==> src/rtl/lanesel_pkg.sv <==
package lanesel_pkg;
  localparam int unsigned LANE_W = 8;
  localparam int unsigned LANES  = 4;
  localparam int unsigned AW     = $clog2(LANES);

  typedef enum logic [1:0] {
    SZ_BYTE = 2'b00,
    SZ_HALF = 2'b01,
    SZ_WORD = 2'b10,
    SZ_RSVD = 2'b11
  } xfer_size_e;

  typedef struct packed {
    logic          fetch;
    logic          compact;
    logic          big;
    logic [AW-1:0] addr;
    xfer_size_e    size;
    logic          sext;
  } rd_req_t;
endpackage

==> src/rtl/lanesel_src.sv <==
module lanesel_src #(
  parameter int unsigned DW = 32
) (
  input  logic          bus_uni,
  input  logic [DW-1:0] bidir_data,
  input  logic [DW-1:0] uni_data,
  output logic [DW-1:0] src_word
);
  always_comb begin
    if (bus_uni) src_word = uni_data;
    else         src_word = bidir_data;
  end
endmodule

==> src/rtl/lanesel_extract.sv <==
module lanesel_extract
  import lanesel_pkg::*;
#(
  parameter int unsigned LW = lanesel_pkg::LANE_W,
  parameter int unsigned NL = lanesel_pkg::LANES
) (
  input  logic [LW*NL-1:0] word,
  input  rd_req_t          req,
  output logic [LW*NL-1:0] value,
  output logic             half_upper,
  output logic [AW-1:0]    byte_idx
);
  localparam int unsigned DW     = LW * NL;
  localparam int unsigned HALF_W = DW / 2;

  logic [LW-1:0]     lane_q [NL];
  logic [HALF_W-1:0] half_q [2];

  for (genvar g = 0; g < NL; g++) begin : g_lane
    assign lane_q[g] = word[g*LW +: LW];
  end
  for (genvar h = 0; h < 2; h++) begin : g_half
    assign half_q[h] = word[h*HALF_W +: HALF_W];
  end

  function automatic logic [AW-1:0] pick_byte(input logic [AW-1:0] a, input logic big);
    return big ? (AW'(NL - 1) - a) : a;
  endfunction

  function automatic logic pick_half(input logic a_hi, input logic big);
    return a_hi ^ big;
  endfunction

  function automatic logic [DW-1:0] widen_byte(input logic [LW-1:0] b, input logic sx);
    return {{(DW-LW){sx & b[LW-1]}}, b};
  endfunction

  function automatic logic [DW-1:0] widen_half(input logic [HALF_W-1:0] hv, input logic sx);
    return {{(DW-HALF_W){sx & hv[HALF_W-1]}}, hv};
  endfunction

  assign half_upper = pick_half(req.addr[AW-1], req.big);
  assign byte_idx   = pick_byte(req.addr, req.big);

  always_comb begin
    if (req.fetch) begin
      if (req.compact) value = widen_half(half_q[half_upper], 1'b0);
      else             value = word;
    end else begin
      unique case (req.size)
        SZ_BYTE: value = widen_byte(lane_q[byte_idx], req.sext);
        SZ_HALF: value = widen_half(half_q[half_upper], req.sext);
        SZ_WORD: value = word;
        default: value = '0;
      endcase
    end
  end
endmodule

==> src/rtl/lanesel_oreg.sv <==
module lanesel_oreg #(
  parameter int unsigned DW = 32
) (
  input  logic          clk,
  input  logic          rst_n,
  input  logic          in_valid,
  input  logic [DW-1:0] in_data,
  output logic          out_valid,
  output logic [DW-1:0] out_data
);
  always_ff @(posedge clk or negedge rst_n) begin
    if (!rst_n) begin
      out_valid <= 1'b0;
      out_data  <= '0;
    end else begin
      out_valid <= in_valid;
      if (in_valid) out_data <= in_data;
    end
  end

  AST_VALID_TRACK: assert property (@(posedge clk) disable iff (!rst_n)
    in_valid |=> out_valid);
  AST_IDLE_CLEARS: assert property (@(posedge clk) disable iff (!rst_n)
    !in_valid |=> !out_valid);
  AST_HOLD_DATA: assert property (@(posedge clk) disable iff (!rst_n)
    !in_valid |=> $stable(out_data));
endmodule

==> src/rtl/fetch_lane_sel.sv <==
module fetch_lane_sel
  import lanesel_pkg::*;
(
  input  logic        clk,
  input  logic        rst_n,
  input  logic        req_valid,
  input  logic        req_fetch,
  input  logic        compact,
  input  logic        big_end,
  input  logic [1:0]  addr_lo,
  input  logic [1:0]  size,
  input  logic        sign_ext,
  input  logic        bus_uni,
  input  logic [31:0] bidir_data,
  input  logic [31:0] uni_data,
  output logic        out_valid,
  output logic [31:0] out_data
);
  localparam int unsigned DW     = LANE_W * LANES;
  localparam int unsigned HALF_W = DW / 2;

  rd_req_t       req;
  logic [DW-1:0] src_word;
  logic [DW-1:0] sel_value;
  logic          half_upper;
  logic [AW-1:0] byte_idx;

  assign req = '{fetch: req_fetch, compact: compact, big: big_end,
                 addr: addr_lo, size: xfer_size_e'(size), sext: sign_ext};

  lanesel_src #(.DW(DW)) u_src (
    .bus_uni(bus_uni), .bidir_data(bidir_data), .uni_data(uni_data),
    .src_word(src_word)
  );

  lanesel_extract #(.LW(LANE_W), .NL(LANES)) u_ext (
    .word(src_word), .req(req), .value(sel_value),
    .half_upper(half_upper), .byte_idx(byte_idx)
  );

  lanesel_oreg #(.DW(DW)) u_oreg (
    .clk(clk), .rst_n(rst_n), .in_valid(req_valid), .in_data(sel_value),
    .out_valid(out_valid), .out_data(out_data)
  );

  AST_FULL_FETCH: assert property (@(posedge clk) disable iff (!rst_n)
    (req_valid && req_fetch && !compact && !bus_uni) |-> (sel_value == bidir_data));
  AST_COMPACT_UPPER_ZERO: assert property (@(posedge clk) disable iff (!rst_n)
    (req_valid && req_fetch && compact) |-> (sel_value[DW-1:HALF_W] == '0));
  AST_BE_LOW_ADDR_HIGH_HALF: assert property (@(posedge clk) disable iff (!rst_n)
    (req_valid && req_fetch && compact && big_end && !addr_lo[1])
      |-> (sel_value[HALF_W-1:0] == src_word[DW-1:HALF_W]));
  AST_UNI_SOURCE: assert property (@(posedge clk) disable iff (!rst_n)
    (req_valid && req_fetch && !compact && bus_uni) |-> (sel_value == uni_data));
  AST_BYTE_ZERO_EXT: assert property (@(posedge clk) disable iff (!rst_n)
    (req_valid && !req_fetch && size == 2'b00 && !sign_ext) |-> (sel_value[DW-1:LANE_W] == '0));
  AST_BYTE_SIGN_FILL: assert property (@(posedge clk) disable iff (!rst_n)
    (req_valid && !req_fetch && size == 2'b00 && sign_ext)
      |-> (sel_value[DW-1:LANE_W] == {(DW-LANE_W){sel_value[LANE_W-1]}}));
  AST_RSVD_ZERO: assert property (@(posedge clk) disable iff (!rst_n)
    (req_valid && !req_fetch && size == 2'b11) |-> (sel_value == '0));
endmodule

==> config.mk <==
export PLATFORM = sky130hd
export DESIGN_NAME = fetch_lane_sel
export DESIGN_NICKNAME = d
export VERILOG_FILES = /design/src/rtl/lanesel_pkg.sv /design/src/rtl/lanesel_src.sv /design/src/rtl/lanesel_extract.sv /design/src/rtl/lanesel_oreg.sv /design/src/rtl/fetch_lane_sel.sv
export SDC_FILE = /design/constraint.sdc
export NUM_CORES = 1
export LEC_CHECK = 0
export BUFFER_PORTS_ARGS = -buffer_cell sky130_fd_sc_hd__buf_2
export CAP_MARGIN = 20
export CORE_ASPECT_RATIO = 0.8
export CORE_MARGIN = 4
export CORE_UTILIZATION = 45
export DETAILED_ROUTE_END_ITERATION = 6
export GPL_TIMING_DRIVEN = 1
export PLACE_DENSITY = 0.74
export SYNTH_ARGS = -nofsm -noshare
export SYNTH_HDL_FRONTEND = slang
export SYNTH_SLANG_ARGS = --single-unit
==> constraint.sdc <==
create_clock -name clk -period 1 [get_ports clk]
set_clock_uncertainty 0.1 [all_clocks]
set_input_delay 0.2 -clock clk [delete_from_list [all_inputs] [get_ports clk]]
set_output_delay 0.2 -clock clk [all_outputs]
set_load 0.02 [all_outputs]
==> impl_results.md <==
* Status: finished with violations
* Violated checks: setup timing
* Yosys reg bits at 33
* Fmax at 0.632 GHz
* FF+latch area at 826 sq um
* Synthesis-to-layout area growth at 73.4%
* Worst setup EP type: flip-flop
* Starting Density at 0.474
* Via/cell ratio at 6.08
* Syn Area/Cell at approximately 9.2 sq um
* Tightest Pin Transition at 570 ps
* Std cell rows at 25
* Post-synth EDFFs at 0
* # DRC at 0
* Cell count after synthesis at 312
* Final setup violation count at 65
* Worst path required time at approximately 1000 ps
* VDD IR max at 0.673 mV
* Port bufs at 108
* Critical path's top delay family: compound AO/OA/AOI/OAI gates
* Largest family of logic cells by synthesized area: compound AO/OA/AOI/OAI gates
* Die ar. at a little under 8000 sq um
* Relative slew margins at 0.619
* CTS Buf Count at 5
* Sw Ratio at 0.343
* Initial antenna violation count at 0
* GRT Total Usage at 0.299
* Pre-CTS WS at -903 ps
* Post-synthesis adder-cell area fraction at 0
* Final hold slack at 244 ps
* Pleak at 0.00237 uW
* Worst-path clk slew at 70 ps
* Mux cell area share after synthesis at 0.198
* Ys flop type: dfrtp_1
* Core area at 6040 sq um
* NumNets Final at 582
* Crit Path Class: primary input to flip-flop
* Critical Path Source Type: primary input
* DR iter-0 viols at around 260
* Count of cell types in the netlist at 48
* Largest net degree at the start of global routing at 38
* Wire per inst at around 20 um
* Final Core Density at 0.823
* Slowest-stage cell, CP: a41o_4
* Crit path setup slack, layout at -582 ps
* Clock Power Share at 0.228
* Clock Path Buffers at 2
* Ratio of cells with drive above 1 in the final layout at 0.604
* Commonest non-fill, non-tap cell in the layout: buf_4
* Min-Delay Path Class: primary input to flip-flop
* Later-pin clock latency in the skew report at 280 ps
* Psw at approximately 2000 uW
* RePlAce Congestion at just over 0.9
* CP cell instances: buf_8, buf_8, buf_4, and3b_2, o21ai_2, a41o_4, o211a_4, a221oi_2
* Compound-gate portion of the synthesized area at 0.284
* Largest cells by area after synthesis: dfrtp_1, mux2_2, mux2i_1
* CP dominant cell by count: buf_8
* DRT antenna net count at 0
* Slew Limit Fails at 0
* # Max-Cap Violations at 0
* Sink Count at 33
* Area leader, netlist: dfrtp_1
* Final wirelength at 11.9 mm
* Footprint of the multi-input gates at 2100 sq um
* H-tree levels at 2
* P per Cell Area at 1180 nW/um^2
* Die Span Y at between 70 and 80 um
* Yosys Warn Count at 0
* Sequential-to-total area share from yosys stat at 0.288
* Overflow after GRT at 0
* RSZ-0062 raised after global routing: true
* Post-synthesis simple-gate area fraction at 0.133
* Final hold viol count at 0
* Commonest cells after routing, fill and taps aside: buf_4, buf_2, nand2_1
* Fillers at 335
* Chip Width at around 100 um
* CP Buf/Inv Count at 3
* Critical Path Max Stage Delay at slightly below 300 ps
* # IOs at 109
* XOR/XNOR Fraction of Synth Area at 0.0183
* Global-route wire length before repair at 18.4 mm
* CTS root buffer: clkbuf_8
* Via count at 3576
* Total power at 5840 uW
* Worst EP arrival at 1630 ps
* First drt pass iteration count at 5
* Yosys top cell area share at 0.288
* Diodes inserted at 0
* Syn nets at 388
* Critical path peak fanout at 8
* Sequential fraction of design power at 0.283
* Crit share post-route at 1.58
* Vias in the first global route at 3647
* Synth Cell Area at around 2900 sq um
* Ys async rst share at 1.00
* Setup TNS at -21300 ps
* P_int at ~3800 uW
* Gate power share at 0.489
* CTS tree: yes
* Final HPWL DP at approximately 7.5 mm
* Min cycle time layout at 1580 ps
==> sequential cells by signal, indices dropped and copies added (netlist names) <==
register	count
u_oreg.out_data	32
u_oreg.out_valid	1
==> power groups by stage <==
stage	clock network (uW)	logic (uW)	registers, uW
after floorplan	0	1030	1840
after global placement	0	2020	1640
after detailed placement	0	2080	1630
after CTS	1350	2680	1640
after global routing	1410	3020	1670
final	1330	2850	1650
==> through the flow <==
step / std cells / area (sq um)
3_5_place_dp: 540 / 3970
2_1_floorplan: 312 / 3000
4_1_cts: 578 / 4840
3_3_place_gp: 540 / 3970
5_1_grt: 588 / 4970
6_report: 588 / 4970
==> cell type report <==
cell class | count | share of cell area
Multi-Input combinational cell | 248 | 0.423
Timing Repair Buffer | 215 | 0.364
Sequential cell | 33 | 0.166
Tap cell | 81 | 0.0204
Clock buffer | 7 | 0.0174
Clock inverter | 1 | 0.00605
Inverter | 3 | 0.00227
==> synth_stat cells (2+ instances only) <==
master          n
nand2_1        41
dfrtp_1        33
a21oi_1        32
mux2_2         29
nor2_1         29
mux2i_1        24
o21ai_0        11
a221oi_2       10
o221ai_1        8
a221oi_1        7
clkbuf_1        7
o22a_1          7
a22oi_1         6
a31o_2          6
o31a_1          6
buf_2           5
dlygate4sd1_1   4
and3b_2         3
buf_1           3
buf_6           3
nand3_1         3
nor3b_1         3
a21o_1          2
buf_4           2
clkbuf_8        2
dlygate4sd3_1   2
inv_1           2
nor2b_1         2
==> routing by layer <==
metal	share of wire	track usage	wire, um
met5	0	0	0
met4	0.040	0.119	474
met3	0.10	0.0878	1240
met2	0.49	0.525	5830
met1	0.37	0.343	4380
==> repair_timing <==
| action | 4_1_cts | 5_1_grt |
|---|---|---|
| endpoints found under the hold margin | 33 | 0 |
| setup buffers | 28 | 10 |
| endpoints found under the setup margin | 65 | 65 |
| cloned | 3 | 0 |
| resized for setup | 113 | 11 |
| hold buffers | 1 | 0 |
| pin swaps | 26 | 11 |
==> worst register-to-register path: stages, from the launching register on <==
cell and delay (ps):
dfrtp_1 390, buf_4 130, buf_4 120, nor2_1 130, a221oi_2 60
==> path summary, 6_finish.rpt <==
| kind | slack [ps] | start | depth (start not counted) | to |
|---|---|---|---|---|
| max in group asynchronous | 300 | rst_n | 3 | u_oreg.out_data[31]$_DFFE_PN0P_ |
| worst max-delay path | -580 | big_end | 8 | u_oreg.out_data[16]$_DFFE_PN0P_ |
| worst min-delay path | 240 | bidir_data[5] | 4 | u_oreg.out_data[5]$_DFFE_PN0P_ |
| worst max register to register | -80 | u_oreg.out_data[16]$_DFFE_PN0P_ | 4 | u_oreg.out_data[16]$_DFFE_PN0P_ |
| worst min register to register | 440 | u_oreg.out_data[12]$_DFFE_PN0P_ | 1 | u_oreg.out_data[12]$_DFFE_PN0P_ |
| min in group asynchronous | 300 | rst_n | 3 | u_oreg.out_data[4]$_DFFE_PN0P_ |
==> cells by family after synthesis <==
| family | Yosys count |
|---|---|
| compound gates | 104 |
| simple gates | 87 |
| mux | 53 |
| flops | 33 |
| buf+inv | 32 |
| xor+xnor | 3 |
Note: power is estimated with default switching activity, not from simulation.
